$ cat src/rtl/ftmr_pkg.sv
package ftmr_pkg;
    typedef enum logic {
        TB_HALT = 1'b0,
        TB_RUN  = 1'b1
    } tb_state_e;

    localparam int NCH = 2;          // compare channels per counter
    localparam int NSRC = 2 * NCH;   // match sources feeding the router

    localparam logic [1:0] RT_NONE = 2'b00;
    localparam logic [1:0] RT_RX   = 2'b01;
    localparam logic [1:0] RT_TX   = 2'b10;
    localparam logic [1:0] RT_IRQ  = 2'b11;
endpackage

$ cat src/rtl/ftmr_count.sv
module ftmr_count #(
    parameter int BASE_W = 16,
    parameter int OVF_W  = 24
) (
    input  logic              clk,
    input  logic              rst_n,
    input  logic              run_en,
    input  logic [BASE_W-1:0] period,
    output logic [BASE_W-1:0] base_q,
    output logic [OVF_W-1:0]  ovf_q,
    output logic [BASE_W-1:0] base_nx,
    output logic [OVF_W-1:0]  ovf_nx,
    output logic              tick,
    output logic              wrap
);
    import ftmr_pkg::*;

    tb_state_e st_q, st_nx;

    always_comb begin
        st_nx = st_q;
        unique case (st_q)
            TB_HALT: if (run_en)  st_nx = TB_RUN;
            TB_RUN:  if (!run_en) st_nx = TB_HALT;
        endcase
    end

    always_ff @(posedge clk) begin
        if (!rst_n) st_q <= TB_HALT;
        else        st_q <= st_nx;
    end

    always_comb begin
        tick    = (st_q == TB_RUN);
        wrap    = tick && (base_q >= period);
        base_nx = wrap ? '0 : (tick ? base_q + BASE_W'(1) : base_q);
        ovf_nx  = wrap ? ovf_q + OVF_W'(1) : ovf_q;
    end

    always_ff @(posedge clk) begin
        if (!rst_n) begin
            base_q <= '0;
            ovf_q  <= '0;
        end else begin
            base_q <= base_nx;
            ovf_q  <= ovf_nx;
        end
    end

    // a running tick either steps the base by one or returns it to zero
    assert_base_step_R1: assert property (@(posedge clk) disable iff (!rst_n)
        tick |=> (base_q == $past(base_q) + BASE_W'(1)) || (base_q == '0));

    // the overflow counter only moves together with a base return to zero
    assert_ovf_on_wrap_R2: assert property (@(posedge clk) disable iff (!rst_n)
        (ovf_q != $past(ovf_q)) |-> (base_q == '0));

    // a halted machine leaves both counters untouched
    assert_halt_holds_R8: assert property (@(posedge clk) disable iff (!rst_n)
        !tick |=> $stable(base_q) && $stable(ovf_q));
endmodule

$ cat src/rtl/ftmr_match.sv
module ftmr_match #(
    parameter int W = 16
) (
    input  logic         clk,
    input  logic         rst_n,
    input  logic         step,
    input  logic [W-1:0] cnt_nx,
    input  logic [W-1:0] cnt_q,
    input  logic [W-1:0] cmp,
    output logic         hit
);
    always_ff @(posedge clk) begin
        if (!rst_n) hit <= 1'b0;
        else        hit <= step && (cnt_nx == cmp);
    end

    // a pulse is only seen while the counter holds the compare value
    assert_hit_equal_R5: assert property (@(posedge clk) disable iff (!rst_n)
        hit |-> (cnt_q == $past(cmp)));
endmodule

$ cat src/rtl/ftmr_regs.sv
module ftmr_regs #(
    parameter int BASE_W = 16,
    parameter int OVF_W  = 24,
    parameter int ADDR_W = 5
) (
    input  logic                                 clk,
    input  logic                                 rst_n,
    input  logic                                 bus_wr,
    input  logic                                 bus_rd,
    input  logic [ADDR_W-1:0]                    bus_addr,
    input  logic [7:0]                           bus_wdata,
    output logic [7:0]                           bus_rdata,
    input  logic                                 evt_sof,
    input  logic                                 evt_eop,
    input  logic [BASE_W-1:0]                    base_cnt,
    input  logic [OVF_W-1:0]                     ovf_cnt,
    output logic                                 run_en,
    output logic [BASE_W-1:0]                    period,
    output logic [ftmr_pkg::NCH-1:0][BASE_W-1:0] cmp_base,
    output logic [ftmr_pkg::NCH-1:0][OVF_W-1:0]  cmp_ovf,
    output logic [7:0]                           route
);
    import ftmr_pkg::*;

    localparam int BB    = (BASE_W + 7) / 8;
    localparam int OB    = (OVF_W + 7) / 8;
    localparam int CW    = BASE_W + OVF_W;
    localparam int CB    = (CW + 7) / 8;
    localparam int CPW   = 8 * CB;
    localparam int A_CTL = 0;
    localparam int A_PER = 1;
    localparam int A_CB  = A_PER + BB;
    localparam int A_CO  = A_CB + NCH * BB;
    localparam int A_CAP = A_CO + NCH * OB;
    localparam int A_RT  = A_CAP + CB;

    logic                          en_q;
    logic [8*BB-1:0]               per_q;
    logic [NCH-1:0][8*BB-1:0]      cb_q;
    logic [NCH-1:0][8*OB-1:0]      co_q;
    logic [CW-1:0]                 cap_q;
    logic [CPW-1:0]                cap_pad;
    logic [CPW-1:0]                shd_q;
    logic [7:0]                    rt_q;
    logic                          evt_any;
    logic                          shd_load;

    assign evt_any  = evt_sof || evt_eop;
    assign shd_load = bus_rd && (bus_addr == ADDR_W'(A_CAP));
    assign cap_pad  = CPW'(cap_q);

    always_ff @(posedge clk) begin
        if (!rst_n) begin
            en_q  <= 1'b0;
            per_q <= '1;
            cb_q  <= '0;
            co_q  <= '0;
            rt_q  <= '0;
        end else if (bus_wr) begin
            if (bus_addr == ADDR_W'(A_CTL)) en_q <= bus_wdata[0];
            if (bus_addr == ADDR_W'(A_RT))  rt_q <= bus_wdata;
            for (int b = 0; b < BB; b++)
                if (bus_addr == ADDR_W'(A_PER + b)) per_q[8*b +: 8] <= bus_wdata;
            for (int c = 0; c < NCH; c++) begin
                for (int b = 0; b < BB; b++)
                    if (bus_addr == ADDR_W'(A_CB + c*BB + b)) cb_q[c][8*b +: 8] <= bus_wdata;
                for (int b = 0; b < OB; b++)
                    if (bus_addr == ADDR_W'(A_CO + c*OB + b)) co_q[c][8*b +: 8] <= bus_wdata;
            end
        end
    end

    always_ff @(posedge clk) begin
        if (!rst_n) begin
            cap_q <= '0;
            shd_q <= '0;
        end else begin
            if (evt_any)  cap_q <= {ovf_cnt, base_cnt};
            if (shd_load) shd_q <= cap_pad;
        end
    end

    always_comb begin
        bus_rdata = '0;
        if (bus_addr == ADDR_W'(A_CTL)) bus_rdata = {7'b0, en_q};
        if (bus_addr == ADDR_W'(A_RT))  bus_rdata = rt_q;
        for (int b = 0; b < BB; b++)
            if (bus_addr == ADDR_W'(A_PER + b)) bus_rdata = per_q[8*b +: 8];
        for (int c = 0; c < NCH; c++) begin
            for (int b = 0; b < BB; b++)
                if (bus_addr == ADDR_W'(A_CB + c*BB + b)) bus_rdata = cb_q[c][8*b +: 8];
            for (int b = 0; b < OB; b++)
                if (bus_addr == ADDR_W'(A_CO + c*OB + b)) bus_rdata = co_q[c][8*b +: 8];
        end
        if (bus_addr == ADDR_W'(A_CAP)) bus_rdata = cap_pad[7:0];
        for (int b = 1; b < CB; b++)
            if (bus_addr == ADDR_W'(A_CAP + b)) bus_rdata = shd_q[8*b +: 8];
    end

    assign run_en = en_q;
    assign period = per_q[BASE_W-1:0];
    assign route  = rt_q;

    for (genvar c = 0; c < NCH; c++) begin : g_cmp_out
        assign cmp_base[c] = cb_q[c][BASE_W-1:0];
        assign cmp_ovf[c]  = co_q[c][OVF_W-1:0];
    end

    // a strobe freezes the live counter pair into the capture register
    assert_capture_R3: assert property (@(posedge clk) disable iff (!rst_n)
        evt_any |=> (cap_q == $past({ovf_cnt, base_cnt})));

    // the shadow only changes on a byte-0 capture read
    assert_shadow_hold_R4: assert property (@(posedge clk) disable iff (!rst_n)
        !shd_load |=> $stable(shd_q));
endmodule

$ cat src/rtl/ftmr_top.sv
module ftmr_top #(
    parameter int BASE_W = 16,
    parameter int OVF_W  = 24,
    parameter int ADDR_W = 5
) (
    input  logic              clk,
    input  logic              rst_n,
    input  logic              bus_wr,
    input  logic              bus_rd,
    input  logic [ADDR_W-1:0] bus_addr,
    input  logic [7:0]        bus_wdata,
    output logic [7:0]        bus_rdata,
    input  logic              evt_sof,
    input  logic              evt_eop,
    output logic              start_rx,
    output logic              start_tx,
    output logic              evt_irq
);
    import ftmr_pkg::*;

    logic                          run_en;
    logic [BASE_W-1:0]             period;
    logic [NCH-1:0][BASE_W-1:0]    cmp_base;
    logic [NCH-1:0][OVF_W-1:0]     cmp_ovf;
    logic [7:0]                    route;
    logic [BASE_W-1:0]             base_q, base_nx;
    logic [OVF_W-1:0]              ovf_q, ovf_nx;
    logic                          tick, wrap;
    logic [NCH-1:0]                base_hit, ovf_hit;
    logic [NSRC-1:0]               src_hit;

    ftmr_regs #(.BASE_W(BASE_W), .OVF_W(OVF_W), .ADDR_W(ADDR_W)) u_regs (
        .clk(clk), .rst_n(rst_n), .bus_wr(bus_wr), .bus_rd(bus_rd),
        .bus_addr(bus_addr), .bus_wdata(bus_wdata), .bus_rdata(bus_rdata),
        .evt_sof(evt_sof), .evt_eop(evt_eop), .base_cnt(base_q), .ovf_cnt(ovf_q),
        .run_en(run_en), .period(period), .cmp_base(cmp_base), .cmp_ovf(cmp_ovf),
        .route(route)
    );

    ftmr_count #(.BASE_W(BASE_W), .OVF_W(OVF_W)) u_count (
        .clk(clk), .rst_n(rst_n), .run_en(run_en), .period(period),
        .base_q(base_q), .ovf_q(ovf_q), .base_nx(base_nx), .ovf_nx(ovf_nx),
        .tick(tick), .wrap(wrap)
    );

    for (genvar c = 0; c < NCH; c++) begin : g_match
        ftmr_match #(.W(BASE_W)) u_base (
            .clk(clk), .rst_n(rst_n), .step(tick), .cnt_nx(base_nx),
            .cnt_q(base_q), .cmp(cmp_base[c]), .hit(base_hit[c])
        );
        ftmr_match #(.W(OVF_W)) u_ovf (
            .clk(clk), .rst_n(rst_n), .step(wrap), .cnt_nx(ovf_nx),
            .cnt_q(ovf_q), .cmp(cmp_ovf[c]), .hit(ovf_hit[c])
        );

        // an overflow match lasts exactly one cycle
        assert_ovf_pulse_R6: assert property (@(posedge clk) disable iff (!rst_n)
            ovf_hit[c] |=> !ovf_hit[c]);

        // a base match lasts one cycle whenever the period is above zero
        assert_base_pulse_R5: assert property (@(posedge clk) disable iff (!rst_n)
            (base_hit[c] && (period != '0)) |=> !base_hit[c]);
    end

    assign src_hit = {ovf_hit, base_hit};

    always_comb begin
        start_rx = 1'b0;
        start_tx = 1'b0;
        evt_irq  = 1'b0;
        for (int s = 0; s < NSRC; s++) begin
            if (src_hit[s] && route[2*s +: 2] == RT_RX)  start_rx = 1'b1;
            if (src_hit[s] && route[2*s +: 2] == RT_TX)  start_tx = 1'b1;
            if (src_hit[s] && route[2*s +: 2] == RT_IRQ) evt_irq  = 1'b1;
        end
    end
endmodule

$ cat config.mk
export PLATFORM = sky130hd
export DESIGN_NAME = ftmr_top
export DESIGN_NICKNAME = d
export VERILOG_FILES = /design/src/rtl/ftmr_pkg.sv /design/src/rtl/ftmr_count.sv /design/src/rtl/ftmr_match.sv /design/src/rtl/ftmr_regs.sv /design/src/rtl/ftmr_top.sv
export SDC_FILE = /design/constraint.sdc
export NUM_CORES = 1
export LEC_CHECK = 0
export ABC_AREA = 1
export BUFFER_PORTS_ARGS = -buffer_cell sky130_fd_sc_hd__buf_4
export CORE_MARGIN = 2
export CORE_UTILIZATION = 63
export DETAILED_ROUTE_END_ITERATION = 12
export GPL_TIMING_DRIVEN = 0
export PLACE_DENSITY = 0.8
export SYNTH_ARGS = -nofsm -noshare
export SYNTH_HDL_FRONTEND = slang
export SYNTH_HIERARCHICAL = 1
export SYNTH_SLANG_ARGS = --single-unit
$ cat constraint.sdc
create_clock -name clk -period 2.4 [get_ports clk]
set_input_delay 0.6 -clock clk [delete_from_list [all_inputs] [get_ports clk]]
set_output_delay 0.6 -clock clk [all_outputs]
set_load 0.01 [all_outputs]
==> impl_metrics.env <==
export IMPL_syn_inst=1992
export IMPL_cts_buffers=25
export IMPL_syn_to_final_growth_pct=18.7
export IMPL_skew_ns=0.0119
export IMPL_critPathMaxFanout=7
export IMPL_finalPower_mw=8.08
export IMPL_crit_type="input port to output pin"
export IMPL_hold_viol=0
export IMPL_power_density_nw_per_um2=557
export IMPL_tns_ns=-5.43
export IMPL_wl_mm=43.5
export IMPL_fmax_mhz=331
export IMPL_rows=50
export IMPL_synth_ff_type="dfxtp_1"
export IMPL_clk_path_buf_depth=3
export IMPL_fin_crit_ns=3.03
export IMPL_die_w_um=143
export IMPL_tightest_slew_ns=0.963
export IMPL_num_vias=13300
export IMPL_synth_nets=2029
export IMPL_antenna_found_initial=1
export IMPL_fin_util=0.767
export IMPL_synth_area_leaders="dfxtp_1 (36%), nand2_1 (17%), inv_1 (9.8%), nor2_1 (8.5%), nand3_1 (5.8%)"
export IMPL_worstPathRequired_ns=1.80
export IMPL_avgViaCountPerCell=5.65
export IMPL_drc=0
export IMPL_path_delay_family="simple AND/OR/NAND/NOR gates"
export IMPL_timing_rr_start="u_regs/period[7]"
export IMPL_ff2ff_path_depth=20
export IMPL_violations="setup timing"
export IMPL_synth_warnings=6
export IMPL_clock_latency_ns=0.52
export IMPL_grt_max_degree=13
export IMPL_cp_start_kind="input port"
export IMPL_dr_pass1_iters=7
export IMPL_final_nets=2120
export IMPL_dp_cells=2280
export IMPL_grt_overflow=0
export IMPL_cts_root_buffer="clkbuf_16"
export IMPL_worstReg2RegEnd="g_match[1].u_ovf/hit"
export IMPL_critPathArrivalTime_ns=2.43
export IMPL_cpMostUsedCell="nand2_1"
export IMPL_core_um2=18900
export IMPL_placed_cell_area_um2=12700
export IMPL_grt_pass1_vias=11700
export IMPL_start_util=0.646
export IMPL_detail_route_antenna_nets=0
export IMPL_synth_cell_area_um2=12200
export IMPL_io_buffers=28
export IMPL_synthDominantCellAreaShare=0.364
export IMPL_async_flop_share=0
export IMPL_maxCapViolCount=0
export IMPL_ir_drop_mv=0.525
export IMPL_grt_use_total=0.410
export IMPL_hold_start="bus_wdata[3]"
export IMPL_grt_pass1_wl_mm=63.9
export IMPL_ff2ff_setup_slack_ns=-0.28
export IMPL_run_status="complete, but fails checks"
export IMPL_crit_end="bus_rdata[2]"
export IMPL_clock_sinks=222
export IMPL_finalMaxSlewViolations=0
export IMPL_place_ws_ns=-0.837
export IMPL_timing_hold_ws_ns=0.374
export IMPL_layout_drive_gt1_share=0.152
export IMPL_ios=30
export IMPL_worst_path_stages=18
export IMPL_critPathLaunch="bus_addr[3]"
export IMPL_stdcell_count=2360
export IMPL_crit_chain="buf_12, nor2_4, buf_6, inv_6, nor2_4, nand2_1, nand2_2, nor2_2, nand4_1, nand2_1, nand3_2, nand2_2, nand4_1, nand2_1, nand3_1, nand2_1, nand2_1, buf_6"
export IMPL_cp_slowest_stage_delay_ns=0.17
export IMPL_finalCritPeriodShare=1.26
export IMPL_dieArea_um2=20500
export IMPL_path_buf_inv=4
export IMPL_dp_hpwl_mm=31.7
export IMPL_endpoint_kind="output pin"
export IMPL_synth_distinct_cells=35
export IMPL_gp_congestion=0.975
export IMPL_h_tree_depth=1
export IMPL_cts_tree="yes"
export IMPL_wl_per_cell_um=18.4
export IMPL_rsz0062_at_grt="true"
export IMPL_cp_slowest_cell="nor2_4"
export IMPL_syn_avg_cell_area_um2=6.13
export IMPL_yosysSeqAreaShare=0.364
export IMPL_drt_iter0_markers=1667
export IMPL_final_area_um2=14500
export IMPL_clkTransAtPathRegs_ns=0.06
export IMPL_synth_top_area_cell="dfxtp_1"
export IMPL_die_y_um=143
export IMPL_setup_viol=12
export IMPL_n_antenna_cell=0
export IMPL_slew_headroom=0.358
export IMPL_leakage_nw=6.27
export IMPL_fin_ws_ns=-0.625
export IMPL_yosys_register_bits=222
export IMPL_hold_path_class="input port to register"
export IMPL_synth_edf_count=0
how the worst min path moves through the flow:
stage	end	slack [ns]	depth (start not counted)
6_report	u_regs/cmp_ovf[3]	0.37	3
3_5_place_dp	u_regs/shd_q[17]	0.45	2
5_1_grt	u_regs/cmp_ovf[3]	0.40	3
4_1_cts	u_regs/cmp_ovf[3]	0.37	3
2_1_floorplan	u_regs/shd_q[18]	0.42	2
3_3_place_gp	u_regs/shd_q[21]	0.44	2
worst min-delay path, delay by kind of cell:
family	cells	cell delay, ns
compound gates	1	0.08
buf+inv	1	0.10
simple gates	1	0.08
layout make-up:
| class | count | area, um^2 |
|---|---|---|
| Clock buffer | 37 | 761 |
| Clock inverter | 7 | 35.0 |
| Fill cell | 1549 | 4390 |
| Buffer | 75 | 420 |
| Timing Repair Buffer | 63 | 563 |
| Inverter | 328 | 1260 |
| Sequential cell | 222 | 4470 |
| Multi-Input combinational cell | 1368 | 6660 |
| Tap cell | 260 | 325 |
state kept, by name, indices dropped and copies added, names as in the netlist:
signal and count:
u_count/tick 1, u_regs/run_en 1, u_regs/cmp_ovf 48, u_count/ovf_q 24
u_regs/cap_pad 40, u_regs/shd_q 32, u_regs/route 8, u_regs/period 16
u_count/base_q 16, g_match.u_base/hit 2, g_match.u_ovf/hit 2, u_regs/cmp_base 32
cells by family (layout without fill, tap and decap cells):
| logic type | Yosys count | count (layout) | share of synthesized area |
|---|---|---|---|
| and+or+nand+nor | 1078 | 1079 | 0.368 |
| xor gates and xnor gates | 21 | 21 | 0.0151 |
| AOI/OAI and AO/OA | 250 | 250 | 0.104 |
| DFF | 222 | 222 | 0.364 |
| adders and majority gates | 18 | 18 | 0.0184 |
| buffers and inverters | 403 | 510 | 0.131 |
placed cells by master (no fill, tap or decap), types with 8 or more instances in the layout:
master     instances
nand2_1          528
inv_1            290
nor2_1           241
dfxtp_1          202
nand3_1          132
o21ai_0          121
a21oi_1          113
clkbuf_1          56
buf_4             51
nand2_2           36
nor2_2            35
nand4_1           33
inv_2             30
nor2_4            26
clkbuf_16         25
dfxtp_2           19
nor3_1            18
ha_1              14
xor2_1            13
buf_6             11
nand3_2           10
clkbuf_8           9
clkinv_2           8
buf_2              8
repair_timing:
item                                    CTS  global route
pin swaps                                43            61
setup buffers                            13            20
gates cloned                              2             1
hold buffers                              0             0
endpoints found under the setup margin   12            12
gates resized for setup                 132            91
Yosys cell counts, types with 5 or more instances:
cell and instances:
nand4_1 33, nand3_1 141, nor2_2 18, nor2_1 278, buf_2 12, buf_6 7
nor3_2 5, inv_2 8, o21ai_0 122, inv_1 319, dfxtp_1 222, xnor2_1 7
a21oi_1 118, nor3_1 19, nor2_4 5, ha_1 18, xor2_1 14, nand2_1 566
clkbuf_1 53, nand2_2 5
power by group:
part	switching (mW)	internal [mW]	total, mW
sequential	0.0424	3.73	3.78
combinational	0.407	0.165	0.572
clock	1.56	2.18	3.73
metal layers:
metal	up-vias	GRT usage	part of all wire
met2	781	0.638	0.44
met3	168	0.0929	0.12
met4	2	0.185	0.054
li1	6347	-	-
met5	-	0	0.00028
met1	6028	0.544	0.39
Note: power is estimated with default switching activity, not from simulation.
